===== config.mk =====
export PLATFORM = sky130hd
export DESIGN_NAME = line_raster
export DESIGN_NICKNAME = d
export VERILOG_FILES = /design/src/rtl/bres_pkg.sv /design/src/rtl/bres_setup.sv /design/src/rtl/bres_walk.sv /design/src/rtl/line_raster.sv
export SDC_FILE = /design/constraint.sdc
export NUM_CORES = 1
export LEC_CHECK = 0
export BUFFER_PORTS_ARGS = -buffer_cell sky130_fd_sc_hd__buf_4
export CAP_MARGIN = 10
export CELL_PAD_IN_SITES_DETAIL_PLACEMENT = 1
export CELL_PAD_IN_SITES_GLOBAL_PLACEMENT = 2
export CORE_UTILIZATION = 35
export CTS_CLUSTER_DIAMETER = 150
export DETAILED_ROUTE_END_ITERATION = 12
export PLACE_DENSITY = 0.78
export SLEW_MARGIN = 5
export SYNTH_ARGS = -nofsm -noshare
export SYNTH_HDL_FRONTEND = slang
export SYNTH_SLANG_ARGS = --single-unit

===== constraint.sdc =====
create_clock -name clk_i -period 4.7 [get_ports clk_i]
set_input_delay 0.705 -clock clk_i [delete_from_list [all_inputs] [get_ports clk_i]]
set_output_delay 0.705 -clock clk_i [all_outputs]
set_load 0.05 [all_outputs]

===== src/rtl/bres_pkg.sv =====
package bres_pkg;
  typedef enum logic {AX_X = 1'b0, AX_Y = 1'b1} axis_e;
endpackage


===== src/rtl/bres_setup.sv =====
module bres_setup
  import bres_pkg::*;
#(
  parameter int CW = 10
) (
  input  logic [CW-1:0] x0_i,
  input  logic [CW-1:0] y0_i,
  input  logic [CW-1:0] x1_i,
  input  logic [CW-1:0] y1_i,
  output logic [CW-1:0] major_o,
  output logic [CW-1:0] minor_o,
  output axis_e         axis_o,
  output logic          x_neg_o,
  output logic          y_neg_o
);
  logic [CW:0]   dx, dy;
  logic [CW-1:0] adx, ady;

  assign dx      = {1'b0, x1_i} - {1'b0, x0_i};
  assign dy      = {1'b0, y1_i} - {1'b0, y0_i};
  assign x_neg_o = dx[CW];
  assign y_neg_o = dy[CW];

  always_comb begin
    logic [CW:0] nx, ny;
    nx  = -dx;
    ny  = -dy;
    adx = x_neg_o ? nx[CW-1:0] : dx[CW-1:0];
    ady = y_neg_o ? ny[CW-1:0] : dy[CW-1:0];
  end

  // ties stay x-major
  assign axis_o  = (ady > adx) ? AX_Y : AX_X;
  assign major_o = (axis_o == AX_Y) ? ady : adx;
  assign minor_o = (axis_o == AX_Y) ? adx : ady;
endmodule


===== src/rtl/bres_walk.sv =====
module bres_walk
  import bres_pkg::*;
#(
  parameter int CW = 10
) (
  input  logic          clk_i,
  input  logic          rst_ni,
  input  logic          load_i,
  input  logic          adv_i,
  input  logic [CW-1:0] x0_i,
  input  logic [CW-1:0] y0_i,
  input  logic [CW-1:0] major_i,
  input  logic [CW-1:0] minor_i,
  input  axis_e         axis_i,
  input  logic          x_neg_i,
  input  logic          y_neg_i,
  output logic          busy_o,
  output logic          last_o,
  output logic [CW-1:0] x_o,
  output logic [CW-1:0] y_o
);
  localparam int EW = CW + 3;

  logic                 busy_q, xn_q, yn_q;
  axis_e                axis_q;
  logic [CW-1:0]        x_q, y_q, cnt_q;
  logic signed [EW-1:0] err_q, maj2_q, min2_q;
  logic signed [EW-1:0] maj2_in, min2_in, maj_in, err_nxt;
  logic                 minor_step, x_mv, y_mv;

  assign maj_in  = signed'(EW'(major_i));
  assign maj2_in = signed'(EW'({major_i, 1'b0}));
  assign min2_in = signed'(EW'({minor_i, 1'b0}));

  assign minor_step = (err_q > 0);
  assign x_mv       = (axis_q == AX_X) || minor_step;
  assign y_mv       = (axis_q == AX_Y) || minor_step;
  assign err_nxt    = minor_step ? (err_q - maj2_q + min2_q) : (err_q + min2_q);

  always_ff @(posedge clk_i or negedge rst_ni) begin
    if (!rst_ni) begin
      busy_q <= 1'b0;
      xn_q   <= 1'b0;
      yn_q   <= 1'b0;
      axis_q <= AX_X;
      x_q    <= '0;
      y_q    <= '0;
      cnt_q  <= '0;
      err_q  <= '0;
      maj2_q <= '0;
      min2_q <= '0;
    end else if (load_i) begin
      busy_q <= 1'b1;
      xn_q   <= x_neg_i;
      yn_q   <= y_neg_i;
      axis_q <= axis_i;
      x_q    <= x0_i;
      y_q    <= y0_i;
      cnt_q  <= major_i;
      err_q  <= min2_in - maj_in;
      maj2_q <= maj2_in;
      min2_q <= min2_in;
    end else if (adv_i && busy_q) begin
      if (cnt_q == '0) begin
        busy_q <= 1'b0;
      end else begin
        cnt_q <= cnt_q - 1'b1;
        err_q <= err_nxt;
        if (x_mv) x_q <= xn_q ? x_q - 1'b1 : x_q + 1'b1;
        if (y_mv) y_q <= yn_q ? y_q - 1'b1 : y_q + 1'b1;
      end
    end
  end

  assign busy_o = busy_q;
  assign last_o = busy_q && (cnt_q == '0);
  assign x_o    = x_q;
  assign y_o    = y_q;


  unit_step_chk: assert property (@(posedge clk_i) disable iff (!rst_ni)
    (adv_i && busy_q && !last_o) |=>
      ((CW'(x_q - $past(x_q)) == CW'(0)) || (CW'(x_q - $past(x_q)) == CW'(1)) ||
       (CW'(x_q - $past(x_q)) == '1)) &&
      ((CW'(y_q - $past(y_q)) == CW'(0)) || (CW'(y_q - $past(y_q)) == CW'(1)) ||
       (CW'(y_q - $past(y_q)) == '1)) &&
      ((x_q != $past(x_q)) || (y_q != $past(y_q))));
endmodule


===== src/rtl/line_raster.sv =====
module line_raster
  import bres_pkg::*;
#(
  parameter int CW = 10
) (
  input  logic          clk_i,
  input  logic          rst_ni,
  input  logic          seg_valid_i,
  output logic          seg_ready_o,
  input  logic [CW-1:0] x0_i,
  input  logic [CW-1:0] y0_i,
  input  logic [CW-1:0] x1_i,
  input  logic [CW-1:0] y1_i,
  output logic          pix_valid_o,
  input  logic          pix_ready_i,
  output logic [CW-1:0] pix_x_o,
  output logic [CW-1:0] pix_y_o,
  output logic          pix_last_o
);
  logic [CW-1:0] major, minor;
  axis_e         axis;
  logic          x_neg, y_neg, busy, seg_fire, pix_fire;

  assign seg_ready_o = !busy;
  assign seg_fire    = seg_valid_i && seg_ready_o;
  assign pix_valid_o = busy;
  assign pix_fire    = busy && pix_ready_i;

  bres_setup #(.CW(CW)) u_setup (
    .x0_i    (x0_i),
    .y0_i    (y0_i),
    .x1_i    (x1_i),
    .y1_i    (y1_i),
    .major_o (major),
    .minor_o (minor),
    .axis_o  (axis),
    .x_neg_o (x_neg),
    .y_neg_o (y_neg)
  );

  bres_walk #(.CW(CW)) u_walk (
    .clk_i   (clk_i),
    .rst_ni  (rst_ni),
    .load_i  (seg_fire),
    .adv_i   (pix_fire),
    .x0_i    (x0_i),
    .y0_i    (y0_i),
    .major_i (major),
    .minor_i (minor),
    .axis_i  (axis),
    .x_neg_i (x_neg),
    .y_neg_i (y_neg),
    .busy_o  (busy),
    .last_o  (pix_last_o),
    .x_o     (pix_x_o),
    .y_o     (pix_y_o)
  );


  load_start_chk: assert property (@(posedge clk_i) disable iff (!rst_ni)
    seg_fire |=> pix_valid_o && (pix_x_o == $past(x0_i)) && (pix_y_o == $past(y0_i)));


  last_ends_chk: assert property (@(posedge clk_i) disable iff (!rst_ni)
    (pix_fire && pix_last_o) |=> (!pix_valid_o && seg_ready_o));


  stall_hold_chk: assert property (@(posedge clk_i) disable iff (!rst_ni)
    (pix_valid_o && !pix_ready_i) |=>
      (pix_valid_o && $stable(pix_x_o) && $stable(pix_y_o) && $stable(pix_last_o)));


  busy_block_chk: assert property (@(posedge clk_i) disable iff (!rst_ni)
    (pix_valid_o && !(pix_fire && pix_last_o) && seg_valid_i) |=> pix_valid_o);
endmodule


==> impl_metrics.csv <==
group,metric,value,unit
die,die_h,144.1,um
logic_synthesis,synth_edf_count,0,
logic_synthesis,yosys.cell_types.count,71,
clocking,clkSlewWorstSetupHoldPaths,60,ps
critical_path,endpoint_kind,"register",
placed_design,numPortBuffers,66,
sta,whs,469.1,ps
grt,grt_overflow,0,
routing,drt_iter0_drc,219,
sta,fin_skew,11.21,ps
sta,rsz0062_at_grt,"true",
logic_synthesis,netlist_area,0.007072,mm^2
clocking,cts_tree,"done",
critical_path,critPathMaxStageDelay,420,ps
finish,final_common_cell,"buf_4",
die,start_util,0.3598,
clocking,cts-root-buf,"clkbuf_16",
clocking,clock-sinks,67,
critical_path,crit_top_cell,"a21o_1",
placed_design,dp_hpwl,17260,um
clocking,cts.path.max_buffers,2,
sta,min_period_over_period,1.268,
critical_path,cp.arrival,6170,ps
grt,grt_pass1_wl,36540,um
sta,worst_slew_pin_slew,929.4,ps
clocking,cts_buffers,9,
status,run_status,"finished, violations left",
clocking,clk-insertion-delay-late,340,ps
critical_path,path_max_fanout,6,
critical_path,cp-start-kind,"input port",
die,core_area,0.01965,mm^2
sta,fin_ws,-1260,ps
finish,fin_nets,1248,
critical_path,critPathBufInv,5,
logic_synthesis,ys_seq_area_frac,0.2371,
hold_path,worstHoldPathType,"in2async",
flow_run,drv_cap,0,
grt,antenna_found_initial,0,
finish,n_fill_cell,2391,
logic_synthesis,ys.warnings.count,0,
sta,fin_crit,5960,ps
finish,drive_gt1_frac,0.3573,
die,fp.dieW,144.1,um
logic_synthesis,synth_seq_cells,67,
die,io_pins,67,
routing,dr_total_vias,7060,
routing,drtAntennaViolNets,0,
sta,final-setup-viol-count,17,
critical_path,required,4910,ps
die,placementRows,51,
sta,slew_headroom,0.3804,
finish,layout_common_cells,"buf_4, inv_1, nand2_1",
finish,antenna_cells,0,
sta,finalHoldViolCount,0,
placed_design,gp_congestion,0.8096,
sta,fmax,167.8,MHz
status,violations,"negative setup slack",
die,die-area,0.02078,mm^2
routing,drc,0,
routing,wl_per_cell,17.35,um
critical_path,worst-setup-path-type,"in2reg",
routing,drt_wl_total,23930,um
critical_path,cpMaxStageDelayCell,"fa_2",
clocking,hold_buffers,0,
finish,syn_to_final_growth,45.38,%
clocking,h-tree-depth,3,
grt,grt_max_degree,68,
grt,grt.total_usage,0.2240,
logic_synthesis,synth_area_per_cell,8.233,um^2
logic_synthesis,async_flop_share,1.000,
finish,fin_area,0.01028,mm^2
routing,firstDrtPassIters,4,
logic_synthesis,synth_nets,997,
critical_path,cp_top_family,"compound AO/OA/AOI/OAI gates",
grt,grt_pass1_vias,7293,
routing,drt-vias-per-instance,5.120,
sta,slew_viol_final,0,
logic_synthesis,synth_cells,859,
placed_design,place_area,0.009091,mm^2
logic_synthesis,ys.flop_type,"dfrtp_1",
kinds of logic (layout without fill, tap and decap cells):
kind of cell,Yosys count,count (layout),synth area share
simple gates,219,220,0.1472
fa+ha+maj,94,94,0.1844
compound gates,247,247,0.2275
mux,28,28,0.04140
flops,67,67,0.2371
xor+xnor,73,73,0.09147
buf+inv,131,385,0.07095
sequential cells by signal (all words and copies together), names as in the netlist:
signal,cells
u_walk.min2_q,10
u_walk.busy_o,1
u_walk.yn_q,1
u_walk.x_o,10
u_walk.xn_q,1
u_walk.err_q,13
u_walk.maj2_q,10
u_walk.axis_q,1
u_walk.y_o,10
u_walk.cnt_q,10
Yosys cell counts, types with 3 or more instances:
cell type | instances | area [um^2]
nand3b_1 | 5 | 37.54
a21o_1 | 17 | 127.6
a211oi_1 | 12 | 90.09
o22ai_1 | 4 | 25.02
a31oi_1 | 6 | 37.54
nand2_1 | 76 | 285.3
nor2b_1 | 14 | 87.58
and3_1 | 3 | 18.77
a21oi_1 | 66 | 330.3
xor2_1 | 27 | 236.5
mux2_2 | 10 | 112.6
nand3_1 | 11 | 55.05
nor3b_1 | 3 | 22.52
nor3_1 | 9 | 45.04
fa_1 | 17 | 340.3
o31ai_1 | 4 | 30.03
a221oi_1 | 3 | 26.28
o21ai_0 | 49 | 245.2
or3_1 | 6 | 37.54
o211ai_1 | 15 | 112.6
nand2b_1 | 13 | 81.33
o21a_1 | 4 | 30.03
nand4_1 | 5 | 31.28
xnor2_1 | 45 | 394.1
inv_1 | 105 | 394.1
o311ai_1 | 5 | 43.79
mux2i_1 | 18 | 180.2
clkbuf_1 | 22 | 82.58
a211o_1 | 3 | 26.28
o211a_1 | 4 | 40.04
dfrtp_1 | 67 | 1677
nor2_1 | 57 | 214.0
o21ai_1 | 17 | 85.08
ha_1 | 77 | 963.4
nor4_1 | 6 | 37.54
a21boi_0 | 3 | 22.52
o21bai_1 | 12 | 90.09
path summary, 6_finish.rpt:
check	start	end	slack, ps	cells after the start
min reg2reg	u_walk.maj2_q[1]	u_walk.maj2_q[1]	520	2
min in group clk_i	u_walk.maj2_q[1]	u_walk.maj2_q[1]	520	2
max	x0_i[0]	u_walk.err_q[10]	-1260	32
max reg2reg	u_walk.min2_q[2]	u_walk.err_q[9]	870	16
max in group asynchronous	rst_ni	u_walk.x_o[6]	3590	1
min	rst_ni	u_walk.y_o[7]	470	1
layout make-up:
class                   count  area (um^2)  area share
inverters                 105        409.1     0.03980
repair buffers            265         2054      0.1998
multi-input cells         662         5548      0.5396
clock buffers              12        246.5     0.02397
clock inverters             3        15.01    0.001460
flip-flops and latches     67         1677      0.1631
well taps                 265        331.6     0.03225
routing by layer:
| metal | vias up | global-route usage | share of wire | wire [um] |
|---|---|---|---|---|
| li1 | 3485 | - | - | - |
| met1 | 3498 | 0.2973 | 0.47 | 11180 |
| met2 | 63 | 0.3931 | 0.50 | 12030 |
| met3 | 14 | 0.02252 | 0.019 | 464 |
| met4 | 0 | 0.04432 | 0.011 | 257 |
| met5 | - | 0 | 0 | 0 |
stage by stage:
| stage | TNS, ps | worst slack, ps | instances | util |
|---|---|---|---|---|
| after floorplan | -8719 | -1176 | 859 | - |
| after global placement | -20630 | -1489 | 1325 | 0.4626 |
| after CTS | -9181 | -1010 | 1365 | 0.4984 |
| final | -12180 | -1260 | 1379 | 0.5231 |
| after detailed placement | -25610 | -1669 | 1325 | 0.4626 |
| after global routing | -17360 | -1530 | 1379 | 0.5231 |
what timing repair did:
item / CTS / global route
buffers inserted: 24 / 16
endpoints found under the setup margin: 27 / 38
gates resized for setup: 53 / 66
gates cloned: 1 / 0
hold endpoints to repair: 0 / 0
pin swaps: 27 / 52
Power is not shown: default switching activity piles up to over one toggle a cycle in this logic, so the estimate is an artifact.
